<file path="config.mk">
export PLATFORM = sky130hd
export DESIGN_NAME = ibi_requester
export DESIGN_NICKNAME = d
export VERILOG_FILES = /design/src/rtl/ibi_pkg.sv /design/src/rtl/ibi_bus_mon.sv /design/src/rtl/ibi_fsm.sv /design/src/rtl/ibi_requester.sv
export SDC_FILE = /design/constraint.sdc
export NUM_CORES = 1
export LEC_CHECK = 0
export ABC_AREA = 1
export CORE_MARGIN = 2
export CORE_UTILIZATION = 50
export DETAILED_ROUTE_END_ITERATION = 10
export PLACE_DENSITY = 0.77
export SLEW_MARGIN = 25
export SYNTH_ARGS = -nofsm -noshare
export SYNTH_HDL_FRONTEND = slang
export SYNTH_HIERARCHICAL = 1
export SYNTH_SLANG_ARGS = --single-unit
</file>
<file path="constraint.sdc">
create_clock -name clk_i -period 1.95 [get_ports clk_i]
set_clock_uncertainty 0.15 [all_clocks]
set_input_delay 0.2925 -clock clk_i [delete_from_list [all_inputs] [get_ports clk_i]]
set_output_delay 0.2925 -clock clk_i [all_outputs]
set_load 0.1 [all_outputs]
</file>
<file path="src/rtl/ibi_pkg.sv">
package ibi_pkg;

    typedef enum logic [3:0] {
        ST_IDLE,
        ST_ARMED,
        ST_HDR_WAIT,
        ST_SELF_START,
        ST_ADDR,
        ST_ACK,
        ST_DATA,
        ST_TAIL,
        ST_BACKOFF
    } ibi_state_e;

endpackage

</file>
<file path="src/rtl/ibi_bus_mon.sv">
module ibi_bus_mon #(
    parameter int SYNC_STAGES = 2,
    parameter int CNT_W       = 8
) (
    input  logic             clk_i,
    input  logic             rst_ni,
    input  logic             scl_i,
    input  logic             sda_i,
    input  logic [CNT_W-1:0] avail_cycles_i,
    output logic             sda_o,
    output logic             scl_rise_o,
    output logic             scl_fall_o,
    output logic             start_o,
    output logic             stop_o,
    output logic             avail_o
);

    typedef struct packed {
        logic [SYNC_STAGES-1:0] scl_sh;
        logic [SYNC_STAGES-1:0] sda_sh;
        logic                   scl_p;
        logic                   sda_p;
        logic [CNT_W-1:0]       cnt;
    } mon_t;

    mon_t q, d;

    logic scl_s, sda_s;
    assign scl_s = q.scl_sh[SYNC_STAGES-1];
    assign sda_s = q.sda_sh[SYNC_STAGES-1];

    always_comb begin
        d        = q;
        d.scl_sh = {q.scl_sh[SYNC_STAGES-2:0], scl_i};
        d.sda_sh = {q.sda_sh[SYNC_STAGES-2:0], sda_i};
        d.scl_p  = scl_s;
        d.sda_p  = sda_s;
        if (scl_s && sda_s) begin
            if (q.cnt < avail_cycles_i) begin
                d.cnt = q.cnt + 1'b1;
            end
        end else begin
            d.cnt = '0;
        end
    end

    always_ff @(posedge clk_i or negedge rst_ni) begin
        if (!rst_ni) begin
            q.scl_sh <= '1;
            q.sda_sh <= '1;
            q.scl_p  <= 1'b1;
            q.sda_p  <= 1'b1;
            q.cnt    <= '0;
        end else begin
            q <= d;
        end
    end

    assign sda_o      = sda_s;
    assign scl_rise_o = scl_s && !q.scl_p;
    assign scl_fall_o = !scl_s && q.scl_p;
    assign start_o    = scl_s && q.scl_p && q.sda_p && !sda_s;
    assign stop_o     = scl_s && q.scl_p && !q.sda_p && sda_s;
    assign avail_o    = scl_s && sda_s && (q.cnt >= avail_cycles_i);

endmodule

</file>
<file path="src/rtl/ibi_fsm.sv">
module ibi_fsm
    import ibi_pkg::*;
#(
    parameter int ADDR_W = 7,
    parameter int DATA_W = 8
) (
    input  logic              clk_i,
    input  logic              rst_ni,
    input  logic              scl_rise_i,
    input  logic              scl_fall_i,
    input  logic              sda_i,
    input  logic              start_i,
    input  logic              stop_i,
    input  logic              avail_i,
    input  logic [ADDR_W-1:0] dyn_addr_i,
    input  logic              req_i,
    input  logic [DATA_W-1:0] payload_i,
    input  logic              payload_en_i,
    output logic              sda_oe_o,
    output logic              busy_o,
    output logic              done_o,
    output logic              lost_o,
    output logic              nacked_o
);

    localparam int HDR_LEN = ADDR_W + 1;
    localparam int MAX_LEN = (HDR_LEN > DATA_W) ? HDR_LEN : DATA_W;
    localparam int IDX_W   = $clog2(MAX_LEN);

    typedef struct packed {
        ibi_state_e        st;
        logic [IDX_W-1:0]  idx;
        logic              oe;
        logic [DATA_W-1:0] pay;
        logic              pen;
        logic              free;
        logic              done;
        logic              lost;
        logic              nack;
    } fsm_t;

    fsm_t q, d;

    logic [HDR_LEN-1:0] hdr;
    assign hdr = {dyn_addr_i, 1'b1};

    always_comb begin
        d      = q;
        d.done = 1'b0;
        d.lost = 1'b0;
        d.nack = 1'b0;

        if (stop_i || avail_i) d.free = 1'b1;
        if (start_i)           d.free = 1'b0;

        unique case (q.st)
            ST_IDLE: begin
                d.oe = 1'b0;
                if (req_i) begin
                    d.st  = ST_ARMED;
                    d.pay = payload_i;
                    d.pen = payload_en_i;
                end
            end
            ST_ARMED: begin
                d.oe = 1'b0;
                if (start_i && q.free) begin
                    d.st = ST_HDR_WAIT;
                end else if (avail_i) begin
                    d.st = ST_SELF_START;
                    d.oe = 1'b1;
                end
            end
            ST_HDR_WAIT, ST_SELF_START: begin
                if (stop_i) begin
                    d.st = ST_ARMED;
                    d.oe = 1'b0;
                end else if (scl_fall_i) begin
                    d.st  = ST_ADDR;
                    d.idx = IDX_W'(HDR_LEN - 1);
                    d.oe  = !hdr[HDR_LEN-1];
                end
            end
            ST_ADDR: begin
                if (stop_i) begin
                    d.st = ST_ARMED;
                    d.oe = 1'b0;
                end else if (scl_rise_i) begin
                    if (hdr[q.idx] && !sda_i) begin
                        d.st   = ST_BACKOFF;
                        d.oe   = 1'b0;
                        d.lost = 1'b1;
                    end else if (q.idx == '0) begin
                        d.st = ST_ACK;
                    end else begin
                        d.idx = q.idx - 1'b1;
                    end
                end else if (scl_fall_i) begin
                    d.oe = !hdr[q.idx];
                end
            end
            ST_ACK: begin
                if (stop_i) begin
                    d.st = ST_ARMED;
                    d.oe = 1'b0;
                end else if (scl_fall_i) begin
                    d.oe = 1'b0;
                end else if (scl_rise_i) begin
                    if (!sda_i) begin
                        if (q.pen) begin
                            d.st  = ST_DATA;
                            d.idx = IDX_W'(DATA_W - 1);
                        end else begin
                            d.st   = ST_IDLE;
                            d.done = 1'b1;
                        end
                    end else begin
                        d.st   = ST_ARMED;
                        d.nack = 1'b1;
                    end
                end
            end
            ST_DATA: begin
                if (stop_i) begin
                    d.st = ST_ARMED;
                    d.oe = 1'b0;
                end else if (scl_fall_i) begin
                    d.oe = !q.pay[q.idx];
                end else if (scl_rise_i) begin
                    if (q.idx == '0) d.st = ST_TAIL;
                    else             d.idx = q.idx - 1'b1;
                end
            end
            ST_TAIL: begin
                if (scl_fall_i || stop_i) begin
                    d.st   = ST_IDLE;
                    d.oe   = 1'b0;
                    d.done = 1'b1;
                end
            end
            ST_BACKOFF: begin
                d.oe = 1'b0;
                if (avail_i) d.st = ST_ARMED;
            end
            default: begin
                d.st = ST_IDLE;
                d.oe = 1'b0;
            end
        endcase
    end

    always_ff @(posedge clk_i or negedge rst_ni) begin
        if (!rst_ni) begin
            q.st   <= ST_IDLE;
            q.idx  <= '0;
            q.oe   <= 1'b0;
            q.pay  <= '0;
            q.pen  <= 1'b0;
            q.free <= 1'b0;
            q.done <= 1'b0;
            q.lost <= 1'b0;
            q.nack <= 1'b0;
        end else begin
            q <= d;
        end
    end

    assign sda_oe_o = q.oe;
    assign busy_o   = (q.st != ST_IDLE);
    assign done_o   = q.done;
    assign lost_o   = q.lost;
    assign nacked_o = q.nack;

endmodule

</file>
<file path="src/rtl/ibi_requester.sv">
module ibi_requester #(
    parameter int ADDR_W      = 7,
    parameter int DATA_W      = 8,
    parameter int CNT_W       = 8,
    parameter int SYNC_STAGES = 2
) (
    input  logic              clk_i,
    input  logic              rst_ni,
    input  logic              scl_i,
    input  logic              sda_i,
    input  logic [ADDR_W-1:0] dyn_addr_i,
    input  logic [CNT_W-1:0]  avail_cycles_i,
    input  logic              req_i,
    input  logic [DATA_W-1:0] payload_i,
    input  logic              payload_en_i,
    output logic              sda_oe_o,
    output logic              busy_o,
    output logic              done_o,
    output logic              lost_o,
    output logic              nacked_o
);

    logic sda_s, scl_rise, scl_fall, start_ev, stop_ev, avail;

    ibi_bus_mon #(
        .SYNC_STAGES(SYNC_STAGES),
        .CNT_W      (CNT_W)
    ) mon_i (
        .clk_i         (clk_i),
        .rst_ni        (rst_ni),
        .scl_i         (scl_i),
        .sda_i         (sda_i),
        .avail_cycles_i(avail_cycles_i),
        .sda_o         (sda_s),
        .scl_rise_o    (scl_rise),
        .scl_fall_o    (scl_fall),
        .start_o       (start_ev),
        .stop_o        (stop_ev),
        .avail_o       (avail)
    );

    ibi_fsm #(
        .ADDR_W(ADDR_W),
        .DATA_W(DATA_W)
    ) fsm_i (
        .clk_i       (clk_i),
        .rst_ni      (rst_ni),
        .scl_rise_i  (scl_rise),
        .scl_fall_i  (scl_fall),
        .sda_i       (sda_s),
        .start_i     (start_ev),
        .stop_i      (stop_ev),
        .avail_i     (avail),
        .dyn_addr_i  (dyn_addr_i),
        .req_i       (req_i),
        .payload_i   (payload_i),
        .payload_en_i(payload_en_i),
        .sda_oe_o    (sda_oe_o),
        .busy_o      (busy_o),
        .done_o      (done_o),
        .lost_o      (lost_o),
        .nacked_o    (nacked_o)
    );

endmodule

</file>
==> results.ini <==
[critical_path]
cp_common_cell = nand2_1
r2r_end = fsm_i/sda_oe_o$_DFFE_PN0P_
path_class = in2reg
cp.required_ns = 2.04
crit_arrival_ns = 2.09
worstReg2RegStart = mon_i/q[7]$_DFFE_PN0P_
worstPathCellList = clkdlybuf4s50_1 > inv_1 > ha_1 > nand2_1 > inv_2 > nand4_1 > a31oi_4 > nand2_1 > nor2_1 > a21oi_1 > nand3_1 > nand3_1 > nand2_1
crit_path_max_incr_delay_ns = 0.45
slowest_stage = clkdlybuf4s50_1
crit_path_end_kind = flip-flop
rrSetupSlack_ns = -0.03
critPathLaunchType = input port
path_max_fanout = 4
reg2reg_depth = 11

[sta]
finalHoldViolations = 0
whs_ns = 0.207
rsz0062_at_grt = yes
slew_violations = 0
max_freq_mhz = 501
tightest_slew_ns = 0.444
max_slew_margin_pct = 70.4
fin_crit_sh_pct = 102
fin_tns_setup_ns = -0.0966
period_needed_ns = 1.99
worst_slack_ns = -0.0441
finalSetupViolations = 4

[die]
die_width_um = 73.4
start_util_pct = 51.3
pin_count = 34
die_area_um2 = 5390
chipHeight_um = 73.4
core_um2 = 4690
placement_rows = 25

[final_layout]
drive_gt1_share_pct = 27.4
syn_to_final_growth_pct = 37.1
final_cell_mix = nand2_1, nand3_1, buf_4
layout_commonest_cell = nand2_1
final_cells = 455
fin_area_um2 = 3300
utilization_pct = 70.3
nNetsFinal = 440
antenna_cells = 0

[cts]
htree_levels = 2
clock_path_buffers = 2
cts_sinks = 35
cts_tree = yes
insertion_delay_ns = 0.30
cts_root_buf = clkbuf_8
ctsHoldBuffers = 0
clk_pin_slew_ns = 0.08
cts_inserted_buffers = 5

[synthesis]
synth_top_family_by_area = simple AND/OR/NAND/NOR gates
ys_seq_area_share_pct = 36.7
synth-xor-area-share_pct = 0.728
yosysWarnings = 6
synth.distinct_cells = 31
async_reset_ff_share_pct = 100
synth_fa_ha_area_share_pct = 5.72
synth_compound_area_share_pct = 4.42
syn_inst = 329
ys_seq_elements = 35
synth_edf_count = 0
yosys.area_share.simple_pct = 40.7
syn_area_per_cell_um2 = 7.32
synth.area.mux_share_pct = 4.21
synth_top_flop_cell = dfrtp_1
syn_area_um2 = 2410
syn-num-nets = 369

[route]
drt-initial-drc-count = 201
drt-total-wl_um = 6030
firstDrtPassIters = 8
wl_per_cell_um = 13.3
ant_nets = 0
viasPerCell = 5.38
vias = 2448
drcViolationCount = 0

[placement]
numPortBuffers = 33
dp.cells = 439
gp_congestion = 0.995
hpwlAfterDp_um = 4340
place_area_um2 = 3020

[grt]
groute.usage.overall_pct = 23.4
antenna_found_initial = 0
grt-ovfl-total = 0
grt_pass1_wl_um = 9690
grt_pass1_vias = 2235
grt_max_degree = 36

[power_and_ir_drop]
p_leak_nw = 1.67
ir_worst_vdd_mv = 0.591
power_density_nw_per_um2 = 1070

[run_status]
violations = negative setup slack
run_status = finished with violations

[hold_path]
min-delay-start = mon_i/d[11]$_DFF_PN1_
whs_endpoint = mon_i/sda_o$_DFF_PN1_
min_path_type = reg2reg
min_path_cells = 0

[job]
maxCapViolCount = 0

worst max-delay path, delay by kind of cell:
kind,cells,cell delay [ns]
adder cells (fa/ha/maj),1,0.28
AND/OR/NAND/NOR,7,0.66
AO/OA/AOI/OAI,2,0.31
buffers and inverters,3,0.54
cells by family after synthesis:
kind of cell / Yosys count
muxes: 9
xor gates and xnor gates: 2
and+or+nand+nor: 210
adders and majority gates: 11
AOI/OAI and AO/OA: 16
buffers and inverters: 46
DFF: 35
report_power, final:
part           internal, mW  leakage, nW  switching (mW)  total, mW
clock                 0.255       0.0443           0.296      0.551
sequential            0.914        0.433           0.139       1.05
combinational         0.778         1.19            1.15       1.93
registers in the layout (all words and copies together), names as in the netlist:
signal / cells
fsm_i/sda_oe_o: 1
mon_i/q: 10
mon_i/d: 3
fsm_i/nacked_o: 1
fsm_i/done_o: 1
mon_i/sda_o: 1
fsm_i/q: 17
fsm_i/lost_o: 1
per-stage QoR:
stage | worst slack [ns] | total power [mW]
detailed placement | -0.503 | 2.83
global placement | -0.452 | 2.78
floorplan | 0.00734 | 2.28
CTS | 0.00337 | 3.45
finish | -0.0441 | 3.53
global route | -0.157 | 3.80
how the worst max path moves through the flow:
stage | startpoint | cells after the start | slack (ns) | end
finish | avail_cycles_i[3] | 13 | -0.04 | fsm_i/sda_oe_o$_DFFE_PN0P_
floorplan | mon_i/q[5]$_DFFE_PN0P_ | 10 | 0.007 | fsm_i/q[19]$_DFFE_PN0P_
detailed placement | avail_cycles_i[7] | 12 | -0.50 | fsm_i/q[19]$_DFFE_PN0P_
CTS | mon_i/q[9]$_DFF_PN1_ | 11 | 0.003 | fsm_i/q[17]$_DFFE_PN0P_
global route | mon_i/q[9]$_DFF_PN1_ | 12 | -0.16 | fsm_i/q[18]$_DFFE_PN0P_
global placement | avail_cycles_i[7] | 12 | -0.45 | fsm_i/q[17]$_DFFE_PN0P_
routing by layer:
metal,part of all wire [%],vias up,global-route usage (%)
met5,0,-,0
met4,2.7,0,11.5
met2,52,79,39.5
met3,4.6,17,4.12
met1,41,1142,28.8
li1,-,1210,-
repair_timing:
action,in CTS,in global routing
buffers inserted,1,7
pin swaps,15,16
gates resized for setup,14,23
setup endpoints to repair,7,8
synthesized netlist by cell type (2+ instances only):
cell type   n  area (um^2)
o21ai_0     3         15.0
o21bai_1    2         15.0
ha_1       11          138
nand3_2     2         20.0
buf_2       4         20.0
inv_1      40          150
nor3_1      4         20.0
nor2_4      2         22.5
nand3_1    52          260
nor2_2      6         37.5
dfrtp_1    29          726
nand4_1     9         56.3
mux2_2      9          101
nand3b_1    4         30.0
a21oi_1     5         25.0
nand2_1    98          368
dfstp_2     6          158
nand2_4     2         22.5
nor2_1     26         97.6
nand2_2     4         25.0
layout make-up:
cell class	count	area, um^2
clock buffers	5	68.8
clock inverters	3	25.0
fillers	343	1390
inverters	41	154
multi-input cells	248	1490
flip-flops and latches	35	883
well taps	54	67.6
repair buffers	69	616
(Power assumes the default switching activity.)
